File: src/rtl/wbus_pkg.sv
`timescale 1ns/1ps
package wbus_pkg;

  // Index of each strobe inside the filtered strobe vector
  localparam int STB_CS = 0;
  localparam int STB_WR = 1;
  localparam int STB_OE = 2;
  localparam int NUM_STROBES = 3;

  typedef enum logic [1:0] {
    WS_IDLE    = 2'd0,
    WS_ACTIVE  = 2'd1,
    WS_BLOCKED = 2'd2
  } wstate_e;

  // Samples from a raw strobe edge until the filtered level moves,
  // also the depth the bus delay line needs to stay aligned.
  function automatic int capture_latency(input int sync_stages, input int glitch_cyc);
    return sync_stages + glitch_cyc;
  endfunction

  // Width of the consecutive-sample counter of a filter
  function automatic int filter_cnt_width(input int glitch_cyc);
    return (glitch_cyc < 2) ? 1 : $clog2(glitch_cyc);
  endfunction

  // Levels are raw pin levels: 1 = high (inactive for these strobes)
  function automatic logic select_pair_low(input logic cs_lvl, input logic wr_lvl);
    return !cs_lvl && !wr_lvl;
  endfunction

  function automatic logic read_window(input logic cs_lvl, input logic wr_lvl,
                                       input logic oe_lvl);
    return !cs_lvl && !oe_lvl && wr_lvl;
  endfunction

endpackage

File: src/rtl/strobe_deglitch.sv
`timescale 1ns/1ps
module strobe_deglitch #(
  parameter int SYNC_STAGES = 2,
  parameter int GLITCH_CYC  = 3,
  parameter logic RST_LEVEL = 1'b1
) (
  input  logic clk,
  input  logic rst_n,
  input  logic raw,
  output logic level
);
  import wbus_pkg::*;

  localparam int CNT_W = filter_cnt_width(GLITCH_CYC);
  localparam logic [CNT_W-1:0] CNT_LAST = CNT_W'(GLITCH_CYC - 1);

  logic [SYNC_STAGES-1:0] sync_q;
  logic                   sample;
  logic [CNT_W-1:0]       cnt_q;
  logic                   differs;
  logic                   accept_evt;

  // Synchronizer chain, SYNC_STAGES >= 2
  always_ff @(posedge clk or negedge rst_n) begin
    if (!rst_n) begin
      sync_q <= {SYNC_STAGES{RST_LEVEL}};
    end else begin
      sync_q <= {sync_q[SYNC_STAGES-2:0], raw};
    end
  end

  assign sample     = sync_q[SYNC_STAGES-1];
  assign differs    = (sample != level);
  assign accept_evt = differs && (cnt_q == CNT_LAST);

  // Consecutive-sample filter: a new level must persist GLITCH_CYC samples
  always_ff @(posedge clk or negedge rst_n) begin
    if (!rst_n) begin
      level <= RST_LEVEL;
      cnt_q <= '0;
    end else if (accept_evt) begin
      level <= sample;
      cnt_q <= '0;
    end else if (differs) begin
      cnt_q <= cnt_q + 1'b1;
    end else begin
      cnt_q <= '0;
    end
  end

  // the filtered level only moves after the counter has run out
  assert_level_needs_full_count_R4: assert property (
    @(posedge clk) disable iff (!rst_n)
    (level != $past(level)) |-> (($past(cnt_q) == CNT_LAST) && ($past(sample) == level))
  );

endmodule

File: src/rtl/bus_delay_line.sv
`timescale 1ns/1ps
module bus_delay_line #(
  parameter int WIDTH = 36,
  parameter int DEPTH = 5
) (
  input  logic             clk,
  input  logic             rst_n,
  input  logic [WIDTH-1:0] din,
  output logic [WIDTH-1:0] dout
);
  logic [WIDTH-1:0] stage_q [DEPTH];

  always_ff @(posedge clk or negedge rst_n) begin
    if (!rst_n) begin
      for (int i = 0; i < DEPTH; i++) begin
        stage_q[i] <= '0;
      end
    end else begin
      stage_q[0] <= din;
      for (int i = 1; i < DEPTH; i++) begin
        stage_q[i] <= stage_q[i-1];
      end
    end
  end

  assign dout = stage_q[DEPTH-1];

endmodule

File: src/rtl/write_cycle_ctrl.sv
`timescale 1ns/1ps
module write_cycle_ctrl #(
  parameter int ADDR_W = 20,
  parameter int DATA_W = 16
) (
  input  logic              clk,
  input  logic              rst_n,
  input  logic              cs_lvl,
  input  logic              wr_lvl,
  input  logic              oe_lvl,
  input  logic [ADDR_W-1:0] addr_in,
  input  logic [DATA_W-1:0] data_in,
  output logic              wr_valid,
  output logic [ADDR_W-1:0] wr_addr,
  output logic [DATA_W-1:0] wr_data
);
  import wbus_pkg::*;

  wstate_e           state_q;
  wstate_e           state_d;
  logic [ADDR_W-1:0] addr_hold_q;
  logic              pair_low;

  // Named events, visible to the assertions below
  logic start_evt;
  logic block_evt;
  logic finish_evt;
  logic abort_evt;
  logic release_evt;

  assign pair_low    = select_pair_low(cs_lvl, wr_lvl);
  assign start_evt   = (state_q == WS_IDLE)    &&  pair_low &&  oe_lvl;
  assign block_evt   = (state_q == WS_IDLE)    &&  pair_low && !oe_lvl;
  assign finish_evt  = (state_q == WS_ACTIVE)  && !pair_low;
  assign abort_evt   = (state_q == WS_ACTIVE)  &&  pair_low && !oe_lvl;
  assign release_evt = (state_q == WS_BLOCKED) && !pair_low;

  always_comb begin
    state_d = state_q;
    unique case (state_q)
      WS_IDLE: begin
        if (start_evt)      state_d = WS_ACTIVE;
        else if (block_evt) state_d = WS_BLOCKED;
      end
      WS_ACTIVE: begin
        if (finish_evt)     state_d = WS_IDLE;
        else if (abort_evt) state_d = WS_BLOCKED;
      end
      WS_BLOCKED: begin
        if (release_evt)    state_d = WS_IDLE;
      end
      default:              state_d = WS_IDLE;
    endcase
  end

  always_ff @(posedge clk or negedge rst_n) begin
    if (!rst_n) begin
      state_q     <= WS_IDLE;
      addr_hold_q <= '0;
      wr_valid    <= 1'b0;
      wr_addr     <= '0;
      wr_data     <= '0;
    end else begin
      state_q  <= state_d;
      wr_valid <= finish_evt;
      if (start_evt) begin
        addr_hold_q <= addr_in;
      end
      if (finish_evt) begin
        wr_addr <= addr_hold_q;
        wr_data <= data_in;
      end
    end
  end

  // the strobe is never wider than one cycle
  assert_single_cycle_pulse_R5: assert property (
    @(posedge clk) disable iff (!rst_n)
    wr_valid |=> !wr_valid
  );

  // a pulse follows only an open window
  assert_pulse_from_window_R5: assert property (
    @(posedge clk) disable iff (!rst_n)
    $rose(wr_valid) |-> ($past(state_q) == WS_ACTIVE)
  );

  // an output-enable abort never produces a pulse
  assert_abort_is_silent_R6: assert property (
    @(posedge clk) disable iff (!rst_n)
    abort_evt |=> (!wr_valid && (state_q == WS_BLOCKED))
  );

  // a start with output enable low is parked until the pair releases
  assert_blocked_start_R1: assert property (
    @(posedge clk) disable iff (!rst_n)
    block_evt |=> (state_q == WS_BLOCKED)
  );

  // the held address does not move while a window stays open
  assert_addr_held_R2: assert property (
    @(posedge clk) disable iff (!rst_n)
    ((state_q == WS_ACTIVE) && ($past(state_q) == WS_ACTIVE)) |-> $stable(addr_hold_q)
  );

endmodule

File: src/rtl/bus_write_capture.sv
`timescale 1ns/1ps
module bus_write_capture #(
  parameter int ADDR_W      = 20,
  parameter int DATA_W      = 16,
  parameter int SYNC_STAGES = 2,
  parameter int GLITCH_CYC  = 3
) (
  input  logic              clk,
  input  logic              rst_n,
  input  logic              bus_cs_n,
  input  logic              bus_wr_n,
  input  logic              bus_oe_n,
  input  logic [ADDR_W-1:0] bus_addr,
  input  logic [DATA_W-1:0] bus_data,
  output logic              wr_valid,
  output logic [ADDR_W-1:0] wr_addr,
  output logic [DATA_W-1:0] wr_data,
  output logic              rd_en,
  output logic              standby
);
  import wbus_pkg::*;

  localparam int BUS_W   = ADDR_W + DATA_W;
  localparam int BUS_DLY = capture_latency(SYNC_STAGES, GLITCH_CYC);

  logic [NUM_STROBES-1:0] strobe_raw;
  logic [NUM_STROBES-1:0] strobe_lvl;
  logic [BUS_W-1:0]       bus_now;
  logic [BUS_W-1:0]       bus_aligned;
  logic [ADDR_W-1:0]      addr_aligned;
  logic [DATA_W-1:0]      data_aligned;

  assign strobe_raw[STB_CS] = bus_cs_n;
  assign strobe_raw[STB_WR] = bus_wr_n;
  assign strobe_raw[STB_OE] = bus_oe_n;

  // One synchronizer and filter per strobe
  for (genvar g = 0; g < NUM_STROBES; g++) begin : g_strobe
    strobe_deglitch #(
      .SYNC_STAGES (SYNC_STAGES),
      .GLITCH_CYC  (GLITCH_CYC),
      .RST_LEVEL   (1'b1)
    ) u_deglitch (
      .clk   (clk),
      .rst_n (rst_n),
      .raw   (strobe_raw[g]),
      .level (strobe_lvl[g])
    );
  end

  // Buses delayed by exactly the strobe path so edges and values stay paired
  assign bus_now = {bus_addr, bus_data};

  bus_delay_line #(
    .WIDTH (BUS_W),
    .DEPTH (BUS_DLY)
  ) u_bus_dly (
    .clk   (clk),
    .rst_n (rst_n),
    .din   (bus_now),
    .dout  (bus_aligned)
  );

  assign addr_aligned = bus_aligned[BUS_W-1 -: ADDR_W];
  assign data_aligned = bus_aligned[DATA_W-1:0];

  write_cycle_ctrl #(
    .ADDR_W (ADDR_W),
    .DATA_W (DATA_W)
  ) u_ctrl (
    .clk      (clk),
    .rst_n    (rst_n),
    .cs_lvl   (strobe_lvl[STB_CS]),
    .wr_lvl   (strobe_lvl[STB_WR]),
    .oe_lvl   (strobe_lvl[STB_OE]),
    .addr_in  (addr_aligned),
    .data_in  (data_aligned),
    .wr_valid (wr_valid),
    .wr_addr  (wr_addr),
    .wr_data  (wr_data)
  );

  // Read-side decode from the filtered strobes
  assign rd_en   = read_window(strobe_lvl[STB_CS], strobe_lvl[STB_WR], strobe_lvl[STB_OE]);
  assign standby = strobe_lvl[STB_CS];

  // a deselected chip never enables its outputs
  assert_standby_blocks_read_R8: assert property (
    @(posedge clk) disable iff (!rst_n)
    standby |-> !rd_en
  );

  // no write leaves the block while reset is held
  always_ff @(posedge clk) begin
    if (!rst_n) begin
      assert_reset_quiet_R9: assert (!wr_valid);
    end
  end

endmodule

File: config.mk
export PLATFORM = sky130hd
export DESIGN_NAME = bus_write_capture
export DESIGN_NICKNAME = d
export VERILOG_FILES = /design/src/rtl/wbus_pkg.sv /design/src/rtl/strobe_deglitch.sv /design/src/rtl/bus_delay_line.sv /design/src/rtl/write_cycle_ctrl.sv /design/src/rtl/bus_write_capture.sv
export SDC_FILE = /design/constraint.sdc
export NUM_CORES = 1
export LEC_CHECK = 0
export CORE_MARGIN = 3
export CORE_UTILIZATION = 54
export DETAILED_ROUTE_END_ITERATION = 12
export PLACE_DENSITY = 0.77
export SETUP_SLACK_MARGIN = 0.15
export SYNTH_ARGS = -nofsm -noshare
export SYNTH_HDL_FRONTEND = slang
export SYNTH_SLANG_ARGS = --single-unit
export TNS_END_PERCENT = 5
File: constraint.sdc
create_clock -name clk -period 2.07 [get_ports clk]
set_clock_uncertainty 0.15 [all_clocks]
set_input_delay 0.207 -clock clk [delete_from_list [all_inputs] [get_ports clk]]
set_output_delay 0.207 -clock clk [all_outputs]
set_load 0.005 [all_outputs]
==> results.yml <==
outcome:
  status: "finished clean"
sta:
  final_hold_viol_count: 0
  rsz0062_at_grt: "yes"
  period_needed_ns: 1.85
  fin_crit_sh: 0.896
  slew_viol_final: 0
  setup_viol: 0
  slew_headroom: 0.694
  timing.hold.ws_ns: 0.0210
  clock.fmax_ghz: 0.539
  finalSetupTns_ns: 0
  worst_slew_pin_slew_ns: 0.459
worst_setup_path:
  crit_required_ns: 2.28
  crit_path_max_fanout: 37
  critical_path_class: "reg2reg"
  crit_arrival_ns: 2.07
  startpoint_type: "register"
  end_kind: "register"
cells_and_area:
  nFillCells: 712
  mostFrequentLayoutCell: "dfrtp_1"
  fin_util: 0.744
  final_cell_area_um2: 9580
  syn2layout_area_growth_pct: 32.2
  most-common-layout-cells: "dfrtp_1, clkdlybuf4s50_1, dlygate4sd3_1"
  drive_gt1_frac: 0.189
  nNetsFinal: 532
  diodes: 0
synth:
  ys_seq_area_frac: 0.878
  synthCells: 345
  synth_cell_types: 18
  synth_warnings: 0
  avgSynthCellArea_um2: 21.0
  mappedNetlistArea_um2: 7250
  ys_seq_elements: 254
  synth_fp_nets: 389
power:
  finalPower_mw: 13.2
  ir_worst_vdd_mv: 0.846
  p_leak_nw: 4.28
  p_per_area_nw_per_um2: 1380
drt:
  route.detailed.drc: 0
  drtIter0Drc: 138
  wl_per_cell_um: 15.1
  drt_wl_total_mm: 10.2
  num_vias: 3106
  drtAntennaViolNets: 0
  vias_per_cell: 4.61
  firstDrtPassIters: 3
grt:
  grt_overflow: 0
  antenna_found_initial: 0
  grt_pass1_vias: 3516
  grt_start_max_net_pins: 65
  grt_pass1_wl_mm: 17.4
  track_usage: 0.150
die:
  initial_utilization: 0.563
  ioPinCount: 80
  core_area_um2: 12900
  rows: 41
  fp.dieW_um: 122
  die_y_um: 122
  die-area_um2: 14900
clock_network:
  cts.sinks: 254
  cts_tree: "yes"
  cts_max_level: 1
  numCtsBuffers: 24
  clk_pin_slew_ns: 0.06
  clk_latency_ns: 0.49
  cts_root_buf: "clkbuf_16"
  clock_path_buffers: 3
placed_design:
  placed_cell_area_um2: 8360
  io_buffers: 79
  dp_hpwl_mm: 6.06
  gp_congestion: 0.670
hold_path:
  hp-class: "in2reg"
run:
  maxCapViolCount: 0
[timing repair]
item                                    4_1_cts  5_1_grt
hold buffers                                 30        1
gates resized for setup                       2        1
setup buffers                                 1        2
endpoints found under the setup margin        2       16
endpoints found under the hold margin       274        1
[cell type report]
class                   instances  area, µm²  share of cell area
clock inverters                 8        173              0.0180
flip-flops and latches        254       6370               0.664
well taps                     172        215              0.0225
inverters                       3       11.3             0.00118
repair buffers                123       1270               0.132
multi-input cells              82        837              0.0873
clock buffers                  32        712              0.0743
[state kept, by name, summed over array words and instances (netlist names)]
name	flops
u_ctrl.state_q	2
u_bus_dly.dout	36
u_ctrl.wr_addr	20
g_strobe.u_deglitch.cnt_q	6
u_bus_dly.stage_q	144
g_strobe.u_deglitch.sync_q	6
u_ctrl.wr_valid	1
u_ctrl.addr_hold_q	20
g_strobe.u_deglitch.level	3
u_ctrl.wr_data	16
[cells by family after synthesis]
group,Yosys count,synth area share
compound gates,1,0.000690
fa+ha+maj,3,0.00518
simple gates,16,0.0119
flops,254,0.878
buf+inv,9,0.00863
xor+xnor,3,0.00363
mux,59,0.0916
[worst paths after layout]
path / startpoint / endpoint / slack (ns) / depth (start not counted)
max in group asynchronous: rst_n / g_strobe[0].u_deglitch.sync_q[1] / 1.02 / 3
max: g_strobe[1].u_deglitch.level / u_ctrl.wr_addr[4] / 0.22 / 5
min in group asynchronous: rst_n / u_bus_dly.stage_q[75] / 0.09 / 2
min reg2reg: u_bus_dly.stage_q[61] / u_bus_dly.dout[25] / 0.19 / 0
max reg2reg: g_strobe[1].u_deglitch.level / u_ctrl.wr_addr[4] / 0.22 / 5
min: bus_addr[7] / u_bus_dly.stage_q[167] / 0.02 / 1
[power by group]
group | total (mW) | switching (mW) | internal, mW | leakage [nW]
Combinational | 2.25 | 0.796 | 1.45 | 0.863
Clock | 4.69 | 1.66 | 3.02 | 0.436
Sequential | 6.27 | 0.433 | 5.84 | 2.98
Total | 13.2 | 2.89 | 10.3 | 4.28
[synth_stat cells (all sizes together)]
cell type,count,area [µm²]
a21oi,1,5.00
nand2,1,3.75
nor4,1,6.26
buf,6,51.3
nor2,7,26.3
ha,3,37.5
xor2,3,26.3
dfstp,9,236
inv,3,11.3
nand2b,4,25.0
dfrtp,245,6130
mux2,59,664
nor3,1,5.00
nor3b,2,20.0
[metrics by stage]
stage	instances	setup slack [ns]
2_1_floorplan	345	0.366
3_3_place_gp	600	0.277
3_5_place_dp	600	0.238
4_1_cts	671	0.0659
5_1_grt	674	0.134
6_report	674	0.215
[layer usage]
metal,vias to the layer above,routed length [µm],GRT usage
li1,1412,-,-
met1,1607,4010,0.186
met2,66,5470,0.261
met3,21,517,0.0362
met4,0,198,0.0518
met5,-,0,0
[critical path, cell delays in order, from the launching register on]
cell,delay (ns)
dfstp_2,0.53
buf_4,0.13
nor2_1,0.07
nor3b_4,0.21
buf_12,0.27
mux2_2,0.37
(Power assumes the default switching activity.)
